## src/rtl/flash_sr_pkg.sv

```systemverilog
package flash_sr_pkg;
  localparam int SR_W   = 8;
  localparam int BP_W   = 3;
  localparam int B_BUSY = 0;
  localparam int B_WEL  = 1;
  localparam int B_BP0  = 2;
  localparam int B_TB   = B_BP0 + BP_W;
  localparam int B_RSV  = B_TB + 1;
  localparam int B_LOCK = B_RSV + 1;

  typedef struct packed {
    logic            lock;
    logic            tb;
    logic [BP_W-1:0] bp;
  } prot_t;

  localparam prot_t PROT_POR = '{lock: 1'b0, tb: 1'b0, bp: {BP_W{1'b1}}};
endpackage

```

## src/rtl/sr_wel_ctl.sv

```systemverilog
module sr_wel_ctl (
  input  logic clk,
  input  logic rst_n,
  input  logic busy,
  input  logic wren,
  input  logic wrdi,
  input  logic wrsr,
  input  logic op_done,
  output logic wel
);
  logic clr, set;

  always_comb begin
    clr = op_done | (~busy & (wrdi | wrsr));
    set = wren & ~busy;
  end

  always_ff @(posedge clk or negedge rst_n) begin
    if (!rst_n)   wel <= 1'b0;
    else if (clr) wel <= 1'b0;
    else if (set) wel <= 1'b1;
  end

  p_done_clears_r6: assert property (@(posedge clk) disable iff (!rst_n)
    op_done |=> !wel);
  p_busy_no_set_r3: assert property (@(posedge clk) disable iff (!rst_n)
    (busy && !wel) |=> !wel);
  p_wrsr_clears_r10: assert property (@(posedge clk) disable iff (!rst_n)
    (wrsr && !busy) |=> !wel);
endmodule

```

## src/rtl/sr_prot_regs.sv

```systemverilog
module sr_prot_regs
  import flash_sr_pkg::*;
(
  input  logic          clk,
  input  logic          rst_n,
  input  logic          wr_req,
  input  logic          wel,
  input  logic          busy,
  input  logic          wp_n,
  input  logic [SR_W-1:0] wdata,
  output prot_t         prot
);
  logic  take;
  prot_t nxt;

  always_comb begin
    take = wr_req & wel & ~busy & wp_n;
    nxt  = prot;
    if (take) begin
      nxt.lock = wdata[B_LOCK];
      if (!prot.lock) begin
        nxt.tb = wdata[B_TB];
        nxt.bp = wdata[B_BP0 +: BP_W];
      end
    end
  end

  always_ff @(posedge clk or negedge rst_n) begin
    if (!rst_n) prot <= PROT_POR;
    else        prot <= nxt;
  end

  p_lock_holds_r8: assert property (@(posedge clk) disable iff (!rst_n)
    prot.lock |=> ($stable(prot.bp) && $stable(prot.tb)));
  p_pin_holds_r9: assert property (@(posedge clk) disable iff (!rst_n)
    !wp_n |=> $stable(prot));
  p_no_latch_r10: assert property (@(posedge clk) disable iff (!rst_n)
    (!wel || busy) |=> $stable(prot));
endmodule

```

## src/rtl/sr_rd_port.sv

```systemverilog
module sr_rd_port
  import flash_sr_pkg::*;
(
  input  logic            clk,
  input  logic            rst_n,
  input  logic            rd_req,
  input  logic [SR_W-1:0] cur,
  output logic            rd_valid,
  output logic [SR_W-1:0] rd_data
);
  always_ff @(posedge clk or negedge rst_n) begin
    if (!rst_n) begin
      rd_valid <= 1'b0;
      rd_data  <= '0;
    end else begin
      rd_valid <= rd_req;
      if (rd_req) rd_data <= cur;
    end
  end

  p_read_resp_r11: assert property (@(posedge clk) disable iff (!rst_n)
    rd_req |=> (rd_valid && rd_data == $past(cur)));
endmodule

```

## src/rtl/flash_sr_ctrl.sv

```systemverilog
module flash_sr_ctrl
  import flash_sr_pkg::*;
(
  input  logic            clk,
  input  logic            rst_n,
  input  logic            cmd_wren,
  input  logic            cmd_wrdi,
  input  logic            cmd_wrsr,
  input  logic [SR_W-1:0] wrsr_data,
  input  logic            cmd_rdsr,
  input  logic            op_start,
  input  logic            op_done,
  input  logic            eng_busy,
  input  logic            wp_n,
  output logic            op_accept,
  output logic [SR_W-1:0] status,
  output logic            rd_valid,
  output logic [SR_W-1:0] rd_data
);
  logic  wel;
  prot_t prot;

  sr_wel_ctl u_wel (
    .clk(clk), .rst_n(rst_n), .busy(eng_busy), .wren(cmd_wren),
    .wrdi(cmd_wrdi), .wrsr(cmd_wrsr), .op_done(op_done), .wel(wel)
  );

  sr_prot_regs u_prot (
    .clk(clk), .rst_n(rst_n), .wr_req(cmd_wrsr), .wel(wel), .busy(eng_busy),
    .wp_n(wp_n), .wdata(wrsr_data), .prot(prot)
  );

  always_comb begin
    status              = '0;
    status[B_BUSY]      = eng_busy;
    status[B_WEL]       = wel;
    status[B_BP0 +: BP_W] = prot.bp;
    status[B_TB]        = prot.tb;
    status[B_RSV]       = 1'b0;
    status[B_LOCK]      = prot.lock;
    op_accept           = op_start & wel & ~eng_busy;
  end

  sr_rd_port u_rd (
    .clk(clk), .rst_n(rst_n), .rd_req(cmd_rdsr), .cur(status),
    .rd_valid(rd_valid), .rd_data(rd_data)
  );

  p_accept_gate_r5: assert property (@(posedge clk) disable iff (!rst_n)
    op_accept |-> (status[B_WEL] && !status[B_BUSY]));
  p_rsv_zero_r2: assert property (@(posedge clk) disable iff (!rst_n)
    cmd_wrsr |=> !status[B_RSV]);
endmodule

```

## config.mk

```make
export PLATFORM = sky130hd
export DESIGN_NAME = flash_sr_ctrl
export DESIGN_NICKNAME = d
export VERILOG_FILES = /design/src/rtl/flash_sr_pkg.sv /design/src/rtl/sr_wel_ctl.sv /design/src/rtl/sr_prot_regs.sv /design/src/rtl/sr_rd_port.sv /design/src/rtl/flash_sr_ctrl.sv
export SDC_FILE = /design/constraint.sdc
export NUM_CORES = 1
export LEC_CHECK = 0
export ABC_AREA = 1
export BUFFER_PORTS_ARGS = -buffer_cell sky130_fd_sc_hd__buf_2
export CAP_MARGIN = 15
export CORE_MARGIN = 2
export CORE_UTILIZATION = 35
export CTS_CLUSTER_SIZE = 30
export DETAILED_ROUTE_END_ITERATION = 8
export MAX_ROUTING_LAYER = met4
export PLACE_DENSITY = 0.76
export RECOVER_POWER = 100
export SLEW_MARGIN = 20
export SYNTH_ARGS = -nofsm -noshare
export SYNTH_HDL_FRONTEND = slang
export SYNTH_HIERARCHICAL = 1
export SYNTH_SLANG_ARGS = --single-unit
```

## constraint.sdc

```tcl
create_clock -name clk -period 1.4 [get_ports clk]
set_input_delay 0.14 -clock clk [delete_from_list [all_inputs] [get_ports clk]]
set_output_delay 0.14 -clock clk [all_outputs]
set_load 0.005 [all_outputs]
```

# Yosys cells after proc, flatten, opt, wreduce, memory -nomap -nowiden
# Index checks and enable logic that the tools add are counted.
dict set report op_classes {
  mux 2
  n_bitwise 11
  reduce_logical 2
}
# operator count
set op_table {}
lappend op_table {{1-bit bitwise AND} 7}
lappend op_table {{1-bit two-way mux} 2}
lappend op_table {{1-bit NOT} 2}
lappend op_table {{1-bit OR} 2}
lappend op_table {{2-bit AND reduction} 1}
lappend op_table {{2-bit nonzero test} 1}
dict set report totals {
  regBits 14
  inputBits 18
  out_inout_bits 18
  word_cells 21
}

# Depth between registers and ports, before layout
dict set report depth {
  ltp_word 4
  mapped_depth 5
  mapped_depth_nobuf 5
}

# Cells and area by module
# Netlist, hierarchy kept.
# mod instances cells_per_inst area_per_inst_um2
set by_module_without_submodules {}
lappend by_module_without_submodules {sr_rd_port 1 35 330.3}
lappend by_module_without_submodules {sr_prot_regs 1 28 242.7}
lappend by_module_without_submodules {sr_wel_ctl 1 10 61.3}
lappend by_module_without_submodules {flash_sr_ctrl 1 6 36.3}

# Worst setup path after synthesis
# OpenSTA, ideal clock, no wires.
dict set report synth_timing {
  kind {reg-to-reg}
  from {register u_prot/prot[4] (netlist name)}
  to {register u_prot/prot[3] (netlist name)}
  setup_ns 0.117
  arrival_ns 0.723
  path_slack_ns 0.560
  stages_incl_launch_ff 5
  path_cell_list {dfrtp_1 -> inv_1 -> nand3_2 -> nand2_1 -> nand2_1}
}
dict set report synth_via {
  elab_chain_cells 2
}
# item
set synth_lines {}
lappend synth_lines {{1-bit NOT (no line)}}
lappend synth_lines {{2-bit AND reduction (no line)}}
# Every way passes these cells.
# A chain may end at the register's enable or synchronous reset.

# Final worst setup path
dict set report layout_timing {
  from {register u_wel.wel}
  to {output port op_accept}
}
dict set report layout_via {
  elab_chain_cells 2
}
# item line
set layout_lines {}
lappend layout_lines {{from (decl)} sr_wel_ctl.sv:9} ;# output logic wel
lappend layout_lines {{from (signal assigned)} sr_wel_ctl.sv:19} ;# if (!rst_n) wel <= 1'b0;
lappend layout_lines {{from (signal assigned)} sr_wel_ctl.sv:20} ;# else if (clr) wel <= 1'b0;
lappend layout_lines {{from (signal assigned)} sr_wel_ctl.sv:21} ;# else if (set) wel <= 1'b1;
lappend layout_lines {{1-bit bitwise AND (2 in a row)} flash_sr_ctrl.sv:41} ;# op_accept = op_start & wel & ~eng_busy;
lappend layout_lines {{to (decl)} flash_sr_ctrl.sv:15} ;# output logic op_accept,
# Every way passes these cells.

==> flow_summary_export.csv <==
group,metric,value,unit
yosys,synth_area_per_cell,8.49,um2
yosys,post_synth_num_cell_types,15,
critical_path,crit_fanout,5,
detailed_routing,vias,569,
finish,area_delta_synth_final,25.0,%
sta,tightest_slew,797,ps
hold_path,min_path_type,"in -> reg",
sta,skew,6.45,ps
yosys,async_flop_share,100,%
yosys,synth_top_area_share,44.8,%
finish,layout-drive-gt1-share,25.0,%
critical_path,worst_setup_path_end_kind,"primary output",
global_route,grt.total_usage,14.4,%
critical_path,slowest_delay,420,ps
yosys,synth.largest_area_cell,"dfrtp_1",
outcome,outcome,"finished, final reports clean",
hold_path,whs_path_depth,3,
clocking,cts_tree,"built",
critical_path,path_class,"reg -> out",
clocking,path_clk_slew,90,ps
sta,setup_tns,0,ps
critical_path,cp.required,1260,ps
clocking,numClockSinks,15,
yosys,synth_edf_count,0,
global_route,antenna_found_initial,0,
sta,fin_crit_sh,79.6,%
finish,n_antenna_cell,0,
detailed_routing,drc,0,
finish,final_common_cell,"nand2_1",
clocking,htreeDepth,1,
critical_path,r2r-start,"u_wel/wel$_DFFE_PN0P_",
critical_path,r2r_end,"u_prot/prot[0]$_DFFE_PN1P_",
sta,timing.fmax,897,MHz
global_route,overflow,0,
critical_path,start_kind,"flop",
pwr,ir_drop,448,uV
global_route,grt_max_degree,16,
pwr,p_leak,0.000477,uW
placement,gp_congestion,0.701,
floorplanning,die_w,47.8,um
detailed_routing,avgViaCountPerCell,4.15,
detailed_routing,drt_wl_total,1440,um
yosys,synthCells,79,
finish,nets,131,
clocking,worstSkewPairLatency,270,ps
sta,whs,80.5,ps
critical_path,worstPathCellList,"nand2_1 -> nor2_2 -> clkbuf_1",
finish,final_cell_mix,"nand2_1 (38), buf_2 (19), clkbuf_1 (13), dfrtp_1 (12), inv_1 (7)",
flow_run,max-cap-violations,0,
global_route,grt_pass1_wl,2170,um
global_route,grt_pass1_vias,538,
yosys,syn_area,671,um2
yosys,seq_area_frac_synth,56.5,%
detailed_routing,first_pass_iters,4,
hold_path,min_from,"wrsr_data[3]",
finish,final_util,47.5,%
floorplanning,initial_core_util,38.0,%
floorplanning,die-area,2280,um2
yosys,yosysWarningCount,6,
critical_path,ff2ff_setup_slack,300,ps
yosys,ys.flop_type,"dfrtp_1",
floorplanning,fp.dieH,47.8,um
yosys,ys_ff_latch,15,
detailed_routing,antenna_left,0,
floorplanning,ioPinCount,36,
sta,layout_min_cycle_time,1110,ps
finish,stdcell_area,838,um2
clocking,cts-root-buf,"clkbuf_4",
critical_path,crit_arrival,970,ps
placement,port_buffers,31,
placement,dpl_cell_area,827,um2
detailed_routing,drtIter0Drc,8,
critical_path,r2r_cells,4,
clocking,cts_buffers,3,
sta,finalHoldViolCount,0,
critical_path,crit_slowest_cell,"dfrtp_1",
sta,drv_slew,0,
floorplanning,rows,15,
yosys,synthTopCellsByArea,"dfrtp_1 (45%), nand2_1 (21%), dfstp_2 (12%), buf_4 (3.4%), inv_1 (3.4%)",
sta,rsz0062_at_grt,"no",
clocking,cts_buffer_depth,2,
detailed_routing,avgRoutedWirePerCell,10.5,um
floorplanning,coreArea,1760,um2
sta,setup_viol_count_final,0,
pwr,p_per_area,1090,nW/um2
sta,relSlewSlack,46.9,%
hold_path,hold_path_end,"u_prot/prot[1]$_DFFE_PN1P_",
placement,dpl.hpwl,1090,um
-- logic make-up (layout without fill, tap and decap cells) --
kind of cell / Yosys count / after routing / synth area share [%]
other: 1 / 2 / 0.559
AO/OA/AOI/OAI: 1 / 1 / 0.746
buffers and inverters: 12 / 44 / 9.51
AND/OR/NAND/NOR: 50 / 50 / 32.6
flip-flops: 15 / 15 / 56.5
-- cell type report --
| class | count | area, um2 |
|---|---|---|
| Clock buffer | 4 | 26.3 |
| Fill cell | 195 | 926 |
| Inverter | 8 | 30.0 |
| Multi-Input combinational cell | 53 | 221 |
| Sequential cell | 15 | 379 |
| Tap cell | 25 | 31.3 |
| Timing Repair Buffer | 32 | 150 |
-- flip-flops by register name, indices dropped and copies added, names as in the netlist --
signal and flops:
u_rd/rd_data 8, u_prot/prot 5, u_rd/rd_valid 1, u_wel/wel 1
-- critical path, delay by kind of cell, from the launching register on --
family                 cells  cell delay, ps
buffers and inverters      1             130
DFF                        1             420
and+or+nand+nor            2             160
-- synthesized netlist by cell type (2+ instances only) --
master    n
buf_4     3
nand2_1  37
nor2_2    3
nor2_1    2
inv_1     6
inv_2     2
dfrtp_1  12
nand3_1   4
nand2_2   2
dfstp_2   3
-- metrics by stage --
stage | std cells | power (uW) | setup WS (ps)
finish | 137 | 913 | 285
global route | 137 | 975 | 140
CTS | 137 | 944 | 259
detailed placement | 132 | 700 | 455
global placement | 132 | 689 | 488
floorplan | 80 | 607 | 560
-- worst max-delay path by stage --
stage	start	endpoint	slack, ps	depth (start not counted)
3_3_place_gp	u_wel/wel$_DFFE_PN0P_	u_prot/prot[3]$_DFFE_PN0P_	490	5
6_report	u_wel/wel$_DFFE_PN0P_	op_accept	290	3
3_5_place_dp	u_wel/wel$_DFFE_PN0P_	u_prot/prot[3]$_DFFE_PN0P_	460	5
4_1_cts	u_wel/wel$_DFFE_PN0P_	op_accept	260	3
5_1_grt	u_wel/wel$_DFFE_PN0P_	op_accept	140	3
2_1_floorplan	u_prot/prot[4]$_DFFE_PN0P_	u_prot/prot[3]$_DFFE_PN0P_	560	4
-- routing by layer --
| layer | vias to the layer above | global-route usage (%) | share of wire (%) |
|---|---|---|---|
| li1 | 296 | - | - |
| met1 | 248 | 16.0 | 46 |
| met2 | 23 | 23.2 | 47 |
| met3 | 2 | 2.64 | 4.6 |
| met4 | 0 | 9.73 | 1.5 |
| met5 | - | - | 0 |
-- power by group --
part | switching (uW) | internal (uW) | total (uW)
sequential | 32.8 | 486 | 519
combinational | 94.1 | 64.3 | 158
clock | 126 | 110 | 236
-- repair_timing --
action / 4_1_cts / 5_1_grt
buffers inserted: 0 / 0
hold buffers: 1 / 0
endpoints found under the hold margin: 12 / 0
gates resized for setup: 0 / 0
Power figures use the tool's default switching activity.
